[config.mk]
export PLATFORM = sky130hd
export DESIGN_NAME = exc_pend_ctrl
export DESIGN_NICKNAME = d
export VERILOG_FILES = /design/src/rtl/epc_pkg.sv /design/src/rtl/epc_edge.sv /design/src/rtl/epc_pend_bank.sv /design/src/rtl/epc_en_bank.sv /design/src/rtl/epc_wake.sv /design/src/rtl/exc_pend_ctrl.sv
export SDC_FILE = /design/constraint.sdc
export NUM_CORES = 1
export LEC_CHECK = 0
export CELL_PAD_IN_SITES_DETAIL_PLACEMENT = 0
export CELL_PAD_IN_SITES_GLOBAL_PLACEMENT = 1
export CORE_MARGIN = 10
export CORE_UTILIZATION = 29
export CTS_CLUSTER_SIZE = 25
export DETAILED_ROUTE_END_ITERATION = 16
export GPL_ROUTABILITY_DRIVEN = 0
export PLACE_DENSITY = 0.79
export SKIP_LAST_GASP = 1
export SLEW_MARGIN = 20
export SYNTH_ARGS = -nofsm -noshare
export SYNTH_HDL_FRONTEND = slang
export SYNTH_SLANG_ARGS = --single-unit
export TNS_END_PERCENT = 30
[constraint.sdc]
create_clock -name clk -period 2.3 [get_ports clk]
set_input_delay 0.345 -clock clk [delete_from_list [all_inputs] [get_ports clk]]
set_output_delay 0.345 -clock clk [all_outputs]
set_load 0.03 [all_outputs]
[src/rtl/epc_pkg.sv]
package epc_pkg;
  localparam int SYS_COUNT  = 16;
  localparam int FAULT_BITS = 32;
  localparam int EXC_HARD   = 3;
  localparam int EXC_MEM    = 4;
  localparam int EXC_BUS    = 5;
  localparam int EXC_USAGE  = 6;

  // enables that come up set: 0,2,3,11,12,14,15
  localparam logic [SYS_COUNT-1:0] SYS_EN_AT_RESET = 16'hD80D;
  // system lines whose rising edge may set pending: 2..6,11,12,14,15
  localparam logic [SYS_COUNT-1:0] SYS_EDGE_MASK   = 16'hD87C;

  // moves disabled configurable faults onto hard fault
  function automatic logic [SYS_COUNT-1:0] escalate(input logic [SYS_COUNT-1:0] p,
                                                    input logic [SYS_COUNT-1:0] e);
    logic [SYS_COUNT-1:0] r;
    r = p;
    for (int k = EXC_MEM; k <= EXC_USAGE; k++) begin
      if (p[k] && !e[k]) begin
        r[k]        = 1'b0;
        r[EXC_HARD] = 1'b1;
      end
    end
    return r;
  endfunction

  function automatic logic escalating(input logic [SYS_COUNT-1:0] p,
                                      input logic [SYS_COUNT-1:0] e);
    return |(p[EXC_USAGE:EXC_MEM] & ~e[EXC_USAGE:EXC_MEM]);
  endfunction

  // fault-status rising edges to the fault they make pending
  function automatic logic [SYS_COUNT-1:0] fault_to_pend(input logic [FAULT_BITS-1:0] r);
    logic [SYS_COUNT-1:0] s;
    s            = '0;
    s[EXC_MEM]   = |r[7:0];
    s[EXC_BUS]   = |r[15:8];
    s[EXC_USAGE] = |r[31:16];
    return s;
  endfunction
endpackage

[src/rtl/epc_edge.sv]
module epc_edge #(
  parameter int W = 8
) (
  input  logic         clk,
  input  logic         rst_n,
  input  logic [W-1:0] lines_i,
  output logic [W-1:0] chg_o
);
  logic [W-1:0] last_q;

  always_ff @(posedge clk) begin
    if (!rst_n) last_q <= '0;
    else        last_q <= lines_i;
  end

  assign chg_o = lines_i ^ last_q;
endmodule

[src/rtl/epc_pend_bank.sv]
module epc_pend_bank #(
  parameter int N = 48
) (
  input  logic         clk,
  input  logic         rst_n,
  input  logic [N-1:0] eff_i,
  input  logic [N-1:0] set_i,
  input  logic [N-1:0] clr_i,
  input  logic [N-1:0] hw_set_i,
  input  logic [N-1:0] hw_clr_i,
  output logic [N-1:0] pend_d_o,
  output logic [N-1:0] pend_q_o
);
  for (genvar g = 0; g < N; g++) begin : g_bit
    logic nxt;
    logic q;
    always_comb begin
      if (hw_set_i[g])      nxt = 1'b1;
      else if (hw_clr_i[g]) nxt = 1'b0;
      else if (clr_i[g])    nxt = 1'b0;
      else if (set_i[g])    nxt = 1'b1;
      else                  nxt = eff_i[g];
    end
    always_ff @(posedge clk) begin
      if (!rst_n) q <= 1'b0;
      else        q <= nxt;
    end
    assign pend_d_o[g] = nxt;
    assign pend_q_o[g] = q;
  end
endmodule

[src/rtl/epc_en_bank.sv]
module epc_en_bank #(
  parameter int N = 48,
  parameter logic [15:0] SYS_RST = 16'h0
) (
  input  logic         clk,
  input  logic         rst_n,
  input  logic [N-1:0] set_i,
  input  logic [N-1:0] clr_i,
  output logic [N-1:0] en_q_o
);
  for (genvar g = 0; g < N; g++) begin : g_bit
    localparam logic RST_V = (g < 16) ? SYS_RST[g % 16] : 1'b0;
    logic q;
    always_ff @(posedge clk) begin
      if (!rst_n)        q <= RST_V;
      else if (clr_i[g]) q <= 1'b0;
      else if (set_i[g]) q <= 1'b1;
    end
    assign en_q_o[g] = q;
  end
endmodule

[src/rtl/epc_wake.sv]
module epc_wake (
  input  logic clk,
  input  logic rst_n,
  input  logic sev_i,
  input  logic new_pend_i,
  input  logic evt_rise_i,
  input  logic sleep_enter_i,
  output logic sleeping_o,
  output logic wake_o
);
  logic sleep_q, wake_q, wake_now;

  assign wake_now = sleep_q & (evt_rise_i | (sev_i & new_pend_i));

  always_ff @(posedge clk) begin
    if (!rst_n) begin
      sleep_q <= 1'b0;
      wake_q  <= 1'b0;
    end else begin
      wake_q <= wake_now;
      if (wake_now)           sleep_q <= 1'b0;
      else if (sleep_enter_i) sleep_q <= 1'b1;
    end
  end

  assign sleeping_o = sleep_q;
  assign wake_o     = wake_q;
endmodule

[src/rtl/exc_pend_ctrl.sv]
module exc_pend_ctrl
  import epc_pkg::*;
#(
  parameter int NUM_EXT = 32,
  localparam int NUM_EXC = SYS_COUNT + NUM_EXT
) (
  input  logic                  clk,
  input  logic                  rst_n,
  input  logic [NUM_EXT-1:0]    ext_irq_i,
  input  logic [SYS_COUNT-1:0]  sys_req_i,
  input  logic [FAULT_BITS-1:0] fault_line_i,
  input  logic                  event_i,
  input  logic                  sleep_enter_i,
  input  logic                  sev_on_pend_i,
  input  logic [NUM_EXC-1:0]    en_set_i,
  input  logic [NUM_EXC-1:0]    en_clr_i,
  input  logic [NUM_EXC-1:0]    pend_set_i,
  input  logic [NUM_EXC-1:0]    pend_clr_i,
  output logic [NUM_EXC-1:0]    pend_o,
  output logic [NUM_EXC-1:0]    en_o,
  output logic                  irq_o,
  output logic                  wake_o,
  output logic                  sleeping_o,
  output logic [FAULT_BITS-1:0] fault_stat_o,
  output logic                  hf_forced_o
);
  localparam int LINES = NUM_EXT + SYS_COUNT + FAULT_BITS + 1;
  localparam int SYS_LO = NUM_EXT;
  localparam int FLT_LO = NUM_EXT + SYS_COUNT;

  logic [LINES-1:0]      chg_w;
  logic [NUM_EXT-1:0]    ext_rise_w, ext_fall_w;
  logic [SYS_COUNT-1:0]  sys_rise_w;
  logic [FAULT_BITS-1:0] fault_rise_w;
  logic                  evt_rise_w;
  logic                  esc_w;
  logic                  new_ext_w;
  logic                  irq_req_w;
  logic [NUM_EXC-1:0]    pend_q_w, pend_d_w, pend_eff_w, en_q_w;
  logic [NUM_EXC-1:0]    hw_set_w, hw_clr_w;
  logic                  irq_q, forced_q;
  logic [FAULT_BITS-1:0] fstat_q;

  epc_edge #(.W(LINES)) u_edge (
    .clk     (clk),
    .rst_n   (rst_n),
    .lines_i ({event_i, fault_line_i, sys_req_i, ext_irq_i}),
    .chg_o   (chg_w)
  );

  assign ext_rise_w   = chg_w[NUM_EXT-1:0] & ext_irq_i;
  assign ext_fall_w   = chg_w[NUM_EXT-1:0] & ~ext_irq_i;
  assign sys_rise_w   = chg_w[SYS_LO +: SYS_COUNT] & sys_req_i & SYS_EDGE_MASK;
  assign fault_rise_w = chg_w[FLT_LO +: FAULT_BITS] & fault_line_i;
  assign evt_rise_w   = chg_w[LINES-1] & event_i;

  // escalation works on the registered state, before this cycle's updates
  assign pend_eff_w = {pend_q_w[NUM_EXC-1:SYS_COUNT],
                       escalate(pend_q_w[SYS_COUNT-1:0], en_q_w[SYS_COUNT-1:0])};
  assign esc_w      = escalating(pend_q_w[SYS_COUNT-1:0], en_q_w[SYS_COUNT-1:0]);

  assign hw_set_w = {ext_rise_w, sys_rise_w | fault_to_pend(fault_rise_w)};
  assign hw_clr_w = {ext_fall_w, {SYS_COUNT{1'b0}}};

  epc_pend_bank #(.N(NUM_EXC)) u_pend (
    .clk      (clk),
    .rst_n    (rst_n),
    .eff_i    (pend_eff_w),
    .set_i    (pend_set_i),
    .clr_i    (pend_clr_i),
    .hw_set_i (hw_set_w),
    .hw_clr_i (hw_clr_w),
    .pend_d_o (pend_d_w),
    .pend_q_o (pend_q_w)
  );

  epc_en_bank #(.N(NUM_EXC), .SYS_RST(SYS_EN_AT_RESET)) u_en (
    .clk    (clk),
    .rst_n  (rst_n),
    .set_i  (en_set_i),
    .clr_i  (en_clr_i),
    .en_q_o (en_q_w)
  );

  assign new_ext_w = |(pend_d_w[NUM_EXC-1:SYS_COUNT] & ~pend_eff_w[NUM_EXC-1:SYS_COUNT]);

  epc_wake u_wake (
    .clk           (clk),
    .rst_n         (rst_n),
    .sev_i         (sev_on_pend_i),
    .new_pend_i    (new_ext_w),
    .evt_rise_i    (evt_rise_w),
    .sleep_enter_i (sleep_enter_i),
    .sleeping_o    (sleeping_o),
    .wake_o        (wake_o)
  );

  assign irq_req_w = |(pend_eff_w & en_q_w);

  always_ff @(posedge clk) begin
    if (!rst_n) begin
      irq_q    <= 1'b0;
      forced_q <= 1'b0;
      fstat_q  <= '0;
    end else begin
      if (!evt_rise_w) irq_q <= irq_req_w;
      if (esc_w)       forced_q <= 1'b1;
      fstat_q <= fstat_q | fault_rise_w;
    end
  end

  assign pend_o       = pend_eff_w;
  assign en_o         = en_q_w;
  assign irq_o        = irq_q;
  assign hf_forced_o  = forced_q;
  assign fault_stat_o = fstat_q;
endmodule

## After elaboration in Yosys (flattened, before gate mapping)

Cells that the tools add are included.

- Muxes and demuxes: 195
- Bitwise operators: 18
- Reduce and logical (&&, ||, !) cells: 73

Operator list:

| kind | number |
|---|---|
| 2-to-1 mux 1 bit | 194 |
| bitwise AND 32 bit | 4 |
| OR reduction 2 bit | 42 |
| XOR 81 bit | 1 |
| NOT 32 bit | 2 |
| bitwise AND 48 bit | 1 |
| OR reduction 48 bit | 1 |
| nonzero test 3 bit | 12 |
| bitwise OR 32 bit | 1 |
| OR reduction 32 bit | 1 |
| bitwise AND 16 bit | 1 |
| bitwise OR 16 x 7 -> 16 bit | 1 |
| OR reduction 16 bit | 1 |
| OR reduction 8 bit | 2 |
| nonzero test 2 bit | 7 |
| bitwise AND 1 bit | 3 |
| bitwise AND 3 bit | 1 |
| logical AND 1 bit | 3 |
| zero test 1 bit | 3 |
| NOT 3 bit | 1 |
| OR reduction 3 bit | 1 |
| 2-to-1 mux 2 bit | 1 |
| NOT 1 bit | 1 |
| bitwise OR 1 bit | 1 |

- Flip-flop bits (word level): 213
- Input bits: 277
- Output and inout port bits: 132

## Longest topological paths before layout

- Depth after elaboration: 10
- Depth in mapped cells: 6
- Mapped depth without buffers: 6

## Hierarchy

Synthesis repeated with hierarchy kept, for this count alone.

- Cells, all modules: 1,136
- Area total of the unflattened synthesis: 10,144.7 µm²

Modules (own cells, without submodules):

| module | instances | cells an instance | area each (µm²) |
|---|---|---|---|
| epc_edge | 1 | 252 | 2,939.1 |
| epc_pend_bank | 1 | 389 | 2,937.8 |
| exc_pend_ctrl | 1 | 291 | 2,233.4 |
| epc_en_bank | 1 | 197 | 1,953.1 |
| epc_wake | 1 | 7 | 81.3 |

## Worst setup path before layout

Ideal clock, no wire load.

- Path type: reg-to-reg
- From: reg u_pend.g_bit[23].q
- To: reg u_wake.sleep_q, in the netlist u_wake.sleeping_o
- Library setup time: 0.059 ns
- Arrival: 1.985 ns
- Required time: 2.241 ns
- Slack: 0.257 ns
- Cell stages (with the launch flop): 7
- Clock period less this slack: 2.043 ns
- Path through: dfxtp_1 -> nor2_1 -> a22o_1 -> or4_1 -> or4_1 -> nor4_2 -> o221a_2

- Word-level cells in the longest chain between the ends: 10
- Elaborated cells between the ends (all ways): 11
- Classes of those cells: 4 x mux; 5 x bitwise; 2 x reduce/logical

Ends and longest elaborated chain:

| element | line | text |
|---|---|---|
| start, declared | epc_pend_bank.sv:16 | `logic q;` |
| start signal, assigned | epc_pend_bank.sv:26 | `else q <= nxt;` |
| 2-to-1 mux 1 bit | epc_pend_bank.sv:21 | `else if (set_i[g]) nxt = 1'b1;` |
| 2-to-1 mux 1 bit | epc_pend_bank.sv:20 | `else if (clr_i[g]) nxt = 1'b0;` |
| 2-to-1 mux 1 bit | epc_pend_bank.sv:19 | `else if (hw_clr_i[g]) nxt = 1'b0;` |
| 2-to-1 mux 1 bit | epc_pend_bank.sv:18 | `if (hw_set_i[g]) nxt = 1'b1;` |
| bitwise AND 32 bit (*) | exc_pend_ctrl.sv:85 | `assign new_ext_w = \|(pend_d_w[NUM_EXC-1:SYS_COUNT] & ~pend_eff_w[NUM_EXC-1:SYS_COUNT]);` |
| OR reduction 32 bit (*) | exc_pend_ctrl.sv:85 |  |
| bitwise AND 1 bit (*) | epc_wake.sv:13 | `assign wake_now = sleep_q & (evt_rise_i \| (sev_i & new_pend_i));` |
| bitwise OR 1 bit (*) | epc_wake.sv:13 |  |
| bitwise AND 1 bit (*) | epc_wake.sv:13 |  |
| OR reduction 2 bit (no source line) (*) | - |  |
| end signal, assigned | epc_wake.sv:17 | `sleep_q <= 1'b0;` |
| end signal, assigned | epc_wake.sv:21 | `if (wake_now) sleep_q <= 1'b0;` |
| end signal, assigned | epc_wake.sv:22 | `else if (sleep_enter_i) sleep_q <= 1'b1;` |
| end, declared | epc_wake.sv:11 | `logic sleep_q, wake_q, wake_now;` |

Mark *: on every way between the ends. The rest lies on a longest branch, timed or not.
A chain may end at the register's enable or synchronous reset.

## Worst setup path after layout

- From: reg u_en.g_bit[5].q
- To: out pend_o[3]

- Word-level cells in the longest chain between the ends: 4

Ends and longest elaborated chain:

| element | line | text |
|---|---|---|
| start, declared | epc_en_bank.sv:13 | `logic q;` |
| start signal, assigned | epc_en_bank.sv:15 | `if (!rst_n) q <= RST_V;` |
| start signal, assigned | epc_en_bank.sv:16 | `else if (clr_i[g]) q <= 1'b0;` |
| start signal, assigned | epc_en_bank.sv:17 | `else if (set_i[g]) q <= 1'b1;` |
| zero test 1 bit | epc_pkg.sv:20 | `if (p[k] && !e[k]) begin` |
| logical AND 1 bit | epc_pkg.sv:20 |  |
| 2-to-1 mux 1 bit (2 in a row) | epc_pkg.sv:20 |  |
| end, declared | exc_pend_ctrl.sv:19 | `output logic [NUM_EXC-1:0] pend_o,` |

Every way passes these cells.

==> run summary <==
Synth Warn # = 0
Worst Hold Launch = rst_n
Power Density = 758.8 mW/mm^2
Switching power = 2.637 mW
CP required = 1.96 ns
# rows = 62
CTS tree = yes
Max Cap Viol = 0
Clock power frac = 43.8%
Grt met2 use = 30.69%
Die area = 0.03666 mm^2
Register-to-Register Path Depth = 6
Ys flop type = dfxtp_1
Post-CTS Setup Bufs = 0
Final min period = 2.230 ns
Met1 Usage GRT = 21.18%
Met3 Use GR = 7.070%
Synth Area per Inst = 8.737 um^2
Hpwl dp = 28.33 mm
Post-Synthesis Cell Area = 0.008527 mm^2
First-pass GRT wire length = 50.38 mm
Die W = 191.5 um
Reg2reg setup slack = 0.08 ns
Pwr Total = 10.37 mW
Drt pass-1 iters = 5
Area growth syn-to-layout = 60.29%
Final hold violation count = 0
WHS Endpoint = u_pend.g_bit[25].q
CTS Buf Count = 25
Layout Nets = 1,625
Crit. End Element = output pin
Hold-fix buffers at CTS = 0
Vias in the first global route = 8,185
I/O pin count = 409
Combinational share of power = 18.0%
Tcrit/Tclk final = 96.97%
R2R Path Start = u_edge.last_q[7]
Synth cell types = 41
Leak = 5.394 nW
Reg clk slew, reported paths = 0.06 ns
Sequential fraction of the synthesis area = 48.36%
Post-synth EDFFs = 0
Post-CTS Resized = 4
RSZ-0062 raised after global routing = true
Synth Instances = 976
Final setup viols = 0
Clock skew = 0.01108 ns
Seq pwr share = 38.2%
Max-slew headroom = 49.75%
CTS H-tree depth = 1
CTS sink cnt = 206
CP Launch Type = flop
FFs w/ async S/R, synth = 0%
Gr busiest metal = met2
Iteration-0 DRC Markers = 413
Routed WL = 35.06 mm
Largest net degree at the start of global routing = 89
Worst slew pin tran = 0.7432 ns
Sum Neg Setup Slack = 0 ns
Root Driver = clkbuf_16
Sw Ratio = 25.43%
Avg WL per Cell = 20.02 um
Worst Path Arrival = 1.89 ns
Post-Syn Nets = 1,253
Clock Tree Buf Depth = 3
Starting Density = 29.55%
Port bufs = 401
Status = completed
Via count = 7,991
Reg-to-Reg End = u_wake.sleeping_o
DRC = 0
Share of layout cells above drive strength 1 = 7.912%
Achievable Freq = 448.4 MHz
VDD IR-drop max = 0.0006588 V
Yosys reg bits = 206
Crit Path Max Fanout = 4
Clk_lat worst skew = 0.52 ns
Max Slew Vio Count = 0
Vias per inst = 4.564
Filler cell count = 2,792
CORE AREA = 0.02886 mm^2
Initial antenna violation count = 5
Min-Delay Path Class = input port to flop
Antenna viol nets, final = 0
Internal Pwr Total = 7.734 mW
Total GRT Usage = 18.11%
Gr ovfl total = 0
Hold depth = 3
Die height = 191.5 um
Critical path type = flop to output pin
[worst max-delay path, cell delays in order, from the launching register on]
cell             delay (ns)
dfxtp_1                0.38
nor2b_1                0.09
or4_1                  0.58
clkdlybuf4s15_2        0.32
[cell usage after synthesis, types with 6 or more instances]
cell,count,area share (%)
dfxtp_1,206,48
nor2_1,187,8.2
buf_4,94,8.3
and2_1,75,5.5
a21oi_1,53,3.1
nor3_1,52,3.1
nor2b_1,50,3.7
o21bai_1,36,3.2
nand2b_1,32,2.3
nand2_1,31,1.4
nor4b_1,22,2.3
clkbuf_1,18,0.79
nor4_1,14,1.0
a22oi_1,13,1.1
inv_1,12,0.53
o21ai_0,11,0.65
o21a_1,8,0.70
a22o_1,7,0.72
or4_1,7,0.62
a221oi_1,6,0.62
nand4_1,6,0.44
[placed cells by master (no fill, tap or decap), types with 13 or more instances in the layout]
| master | Yosys | layout |
|---|---|---|
| a22oi_1 | 13 | 13 |
| nor3_1 | 52 | 52 |
| nand2_1 | 31 | 31 |
| nor2b_1 | 50 | 50 |
| a21oi_1 | 53 | 53 |
| clkdlybuf4s50_1 | 0 | 399 |
| nand2b_1 | 32 | 32 |
| buf_4 | 94 | 56 |
| nor4_1 | 14 | 14 |
| o21bai_1 | 36 | 36 |
| nor2_1 | 187 | 187 |
| nor4b_1 | 22 | 22 |
| clkbuf_16 | 0 | 25 |
| and2_1 | 75 | 75 |
| dfxtp_1 | 206 | 205 |
[through the flow]
stage	instances	hold WS (ns)	utilization (%)	instance area, um^2	setup WS, ns
6_report	1751	0.2616	47.36	13670	0.06978
2_1_floorplan	976	0.4218	-	8527	0.2569
5_1_grt	1750	0.2562	47.36	13670	-0.03038
3_5_place_dp	1705	0.4519	44.00	12700	-0.4461
4_1_cts	1749	0.2437	47.30	13650	-0.007259
3_3_place_gp	1705	0.4475	44.00	12700	-0.3820
[power groups by stage]
stage | logic, mW | registers, mW | clock network [mW]
after floorplan | 0.815 | 4.09 | 0
after global placement | 1.88 | 4.03 | 0
after detailed placement | 1.88 | 4.04 | 0
after CTS | 1.90 | 3.96 | 4.66
after global routing | 2.02 | 3.99 | 4.80
final | 1.87 | 3.96 | 4.54
[flip-flops by register name (all words and copies together), names as in the netlist]
| register | count |
|---|---|
| fault_stat_o | 32 |
| hf_forced_o | 1 |
| irq_o | 1 |
| u_edge.last_q | 74 |
| u_en.g_bit.q | 48 |
| u_pend.g_bit.q | 48 |
| u_wake.sleeping_o | 1 |
| u_wake.wake_o | 1 |
[logic make-up (layout without fill, tap and decap cells)]
kind of cell    after synthesis  after routing  share of synthesized area, %
other cells                   0              2                             0
fa+ha+maj                     3              3                        0.3522
flops                       206            206                         48.36
simple gates                488            488                         29.58
compound gates              152            152                         11.97
buf+inv                     127            516                         9.728
[worst max path at each step]
| stage | from | to | slack [ns] | cells after the start |
|---|---|---|---|---|
| after floorplan | u_pend.g_bit[23].q | u_wake.sleeping_o | 0.26 | 6 |
| after global placement | pend_set_i[37] | u_wake.sleeping_o | -0.38 | 8 |
| after detailed placement | pend_set_i[37] | u_wake.sleeping_o | -0.45 | 8 |
| after CTS | u_pend.g_bit[19].q | u_wake.sleeping_o | -0.007 | 7 |
| after global routing | u_pend.g_bit[24].q | u_wake.sleeping_o | -0.03 | 7 |
| final | u_en.g_bit[5].q | pend_o[3] | 0.07 | 3 |
[area by class of cell]
cell class              count  area (um^2)  area share [%]
clock buffers              29        660.6           4.833
inverters                  13        51.30          0.3753
repair buffers            459         4471           32.71
multi-input cells         643         3587           26.24
diodes                      2        5.005         0.03662
flip-flops and latches    206         4125           30.18
well taps                 384        480.5           3.515
clock inverters            15        287.8           2.105
[layer usage]
| layer | vias to the layer above | routed length, um |
|---|---|---|
| li1 | 3976 | - |
| met1 | 3670 | 14290 |
| met2 | 292 | 16580 |
| met3 | 47 | 3511 |
| met4 | 6 | 634 |
| met5 | - | 47 |
No activity file was read; power rests on OpenSTA's default activity.
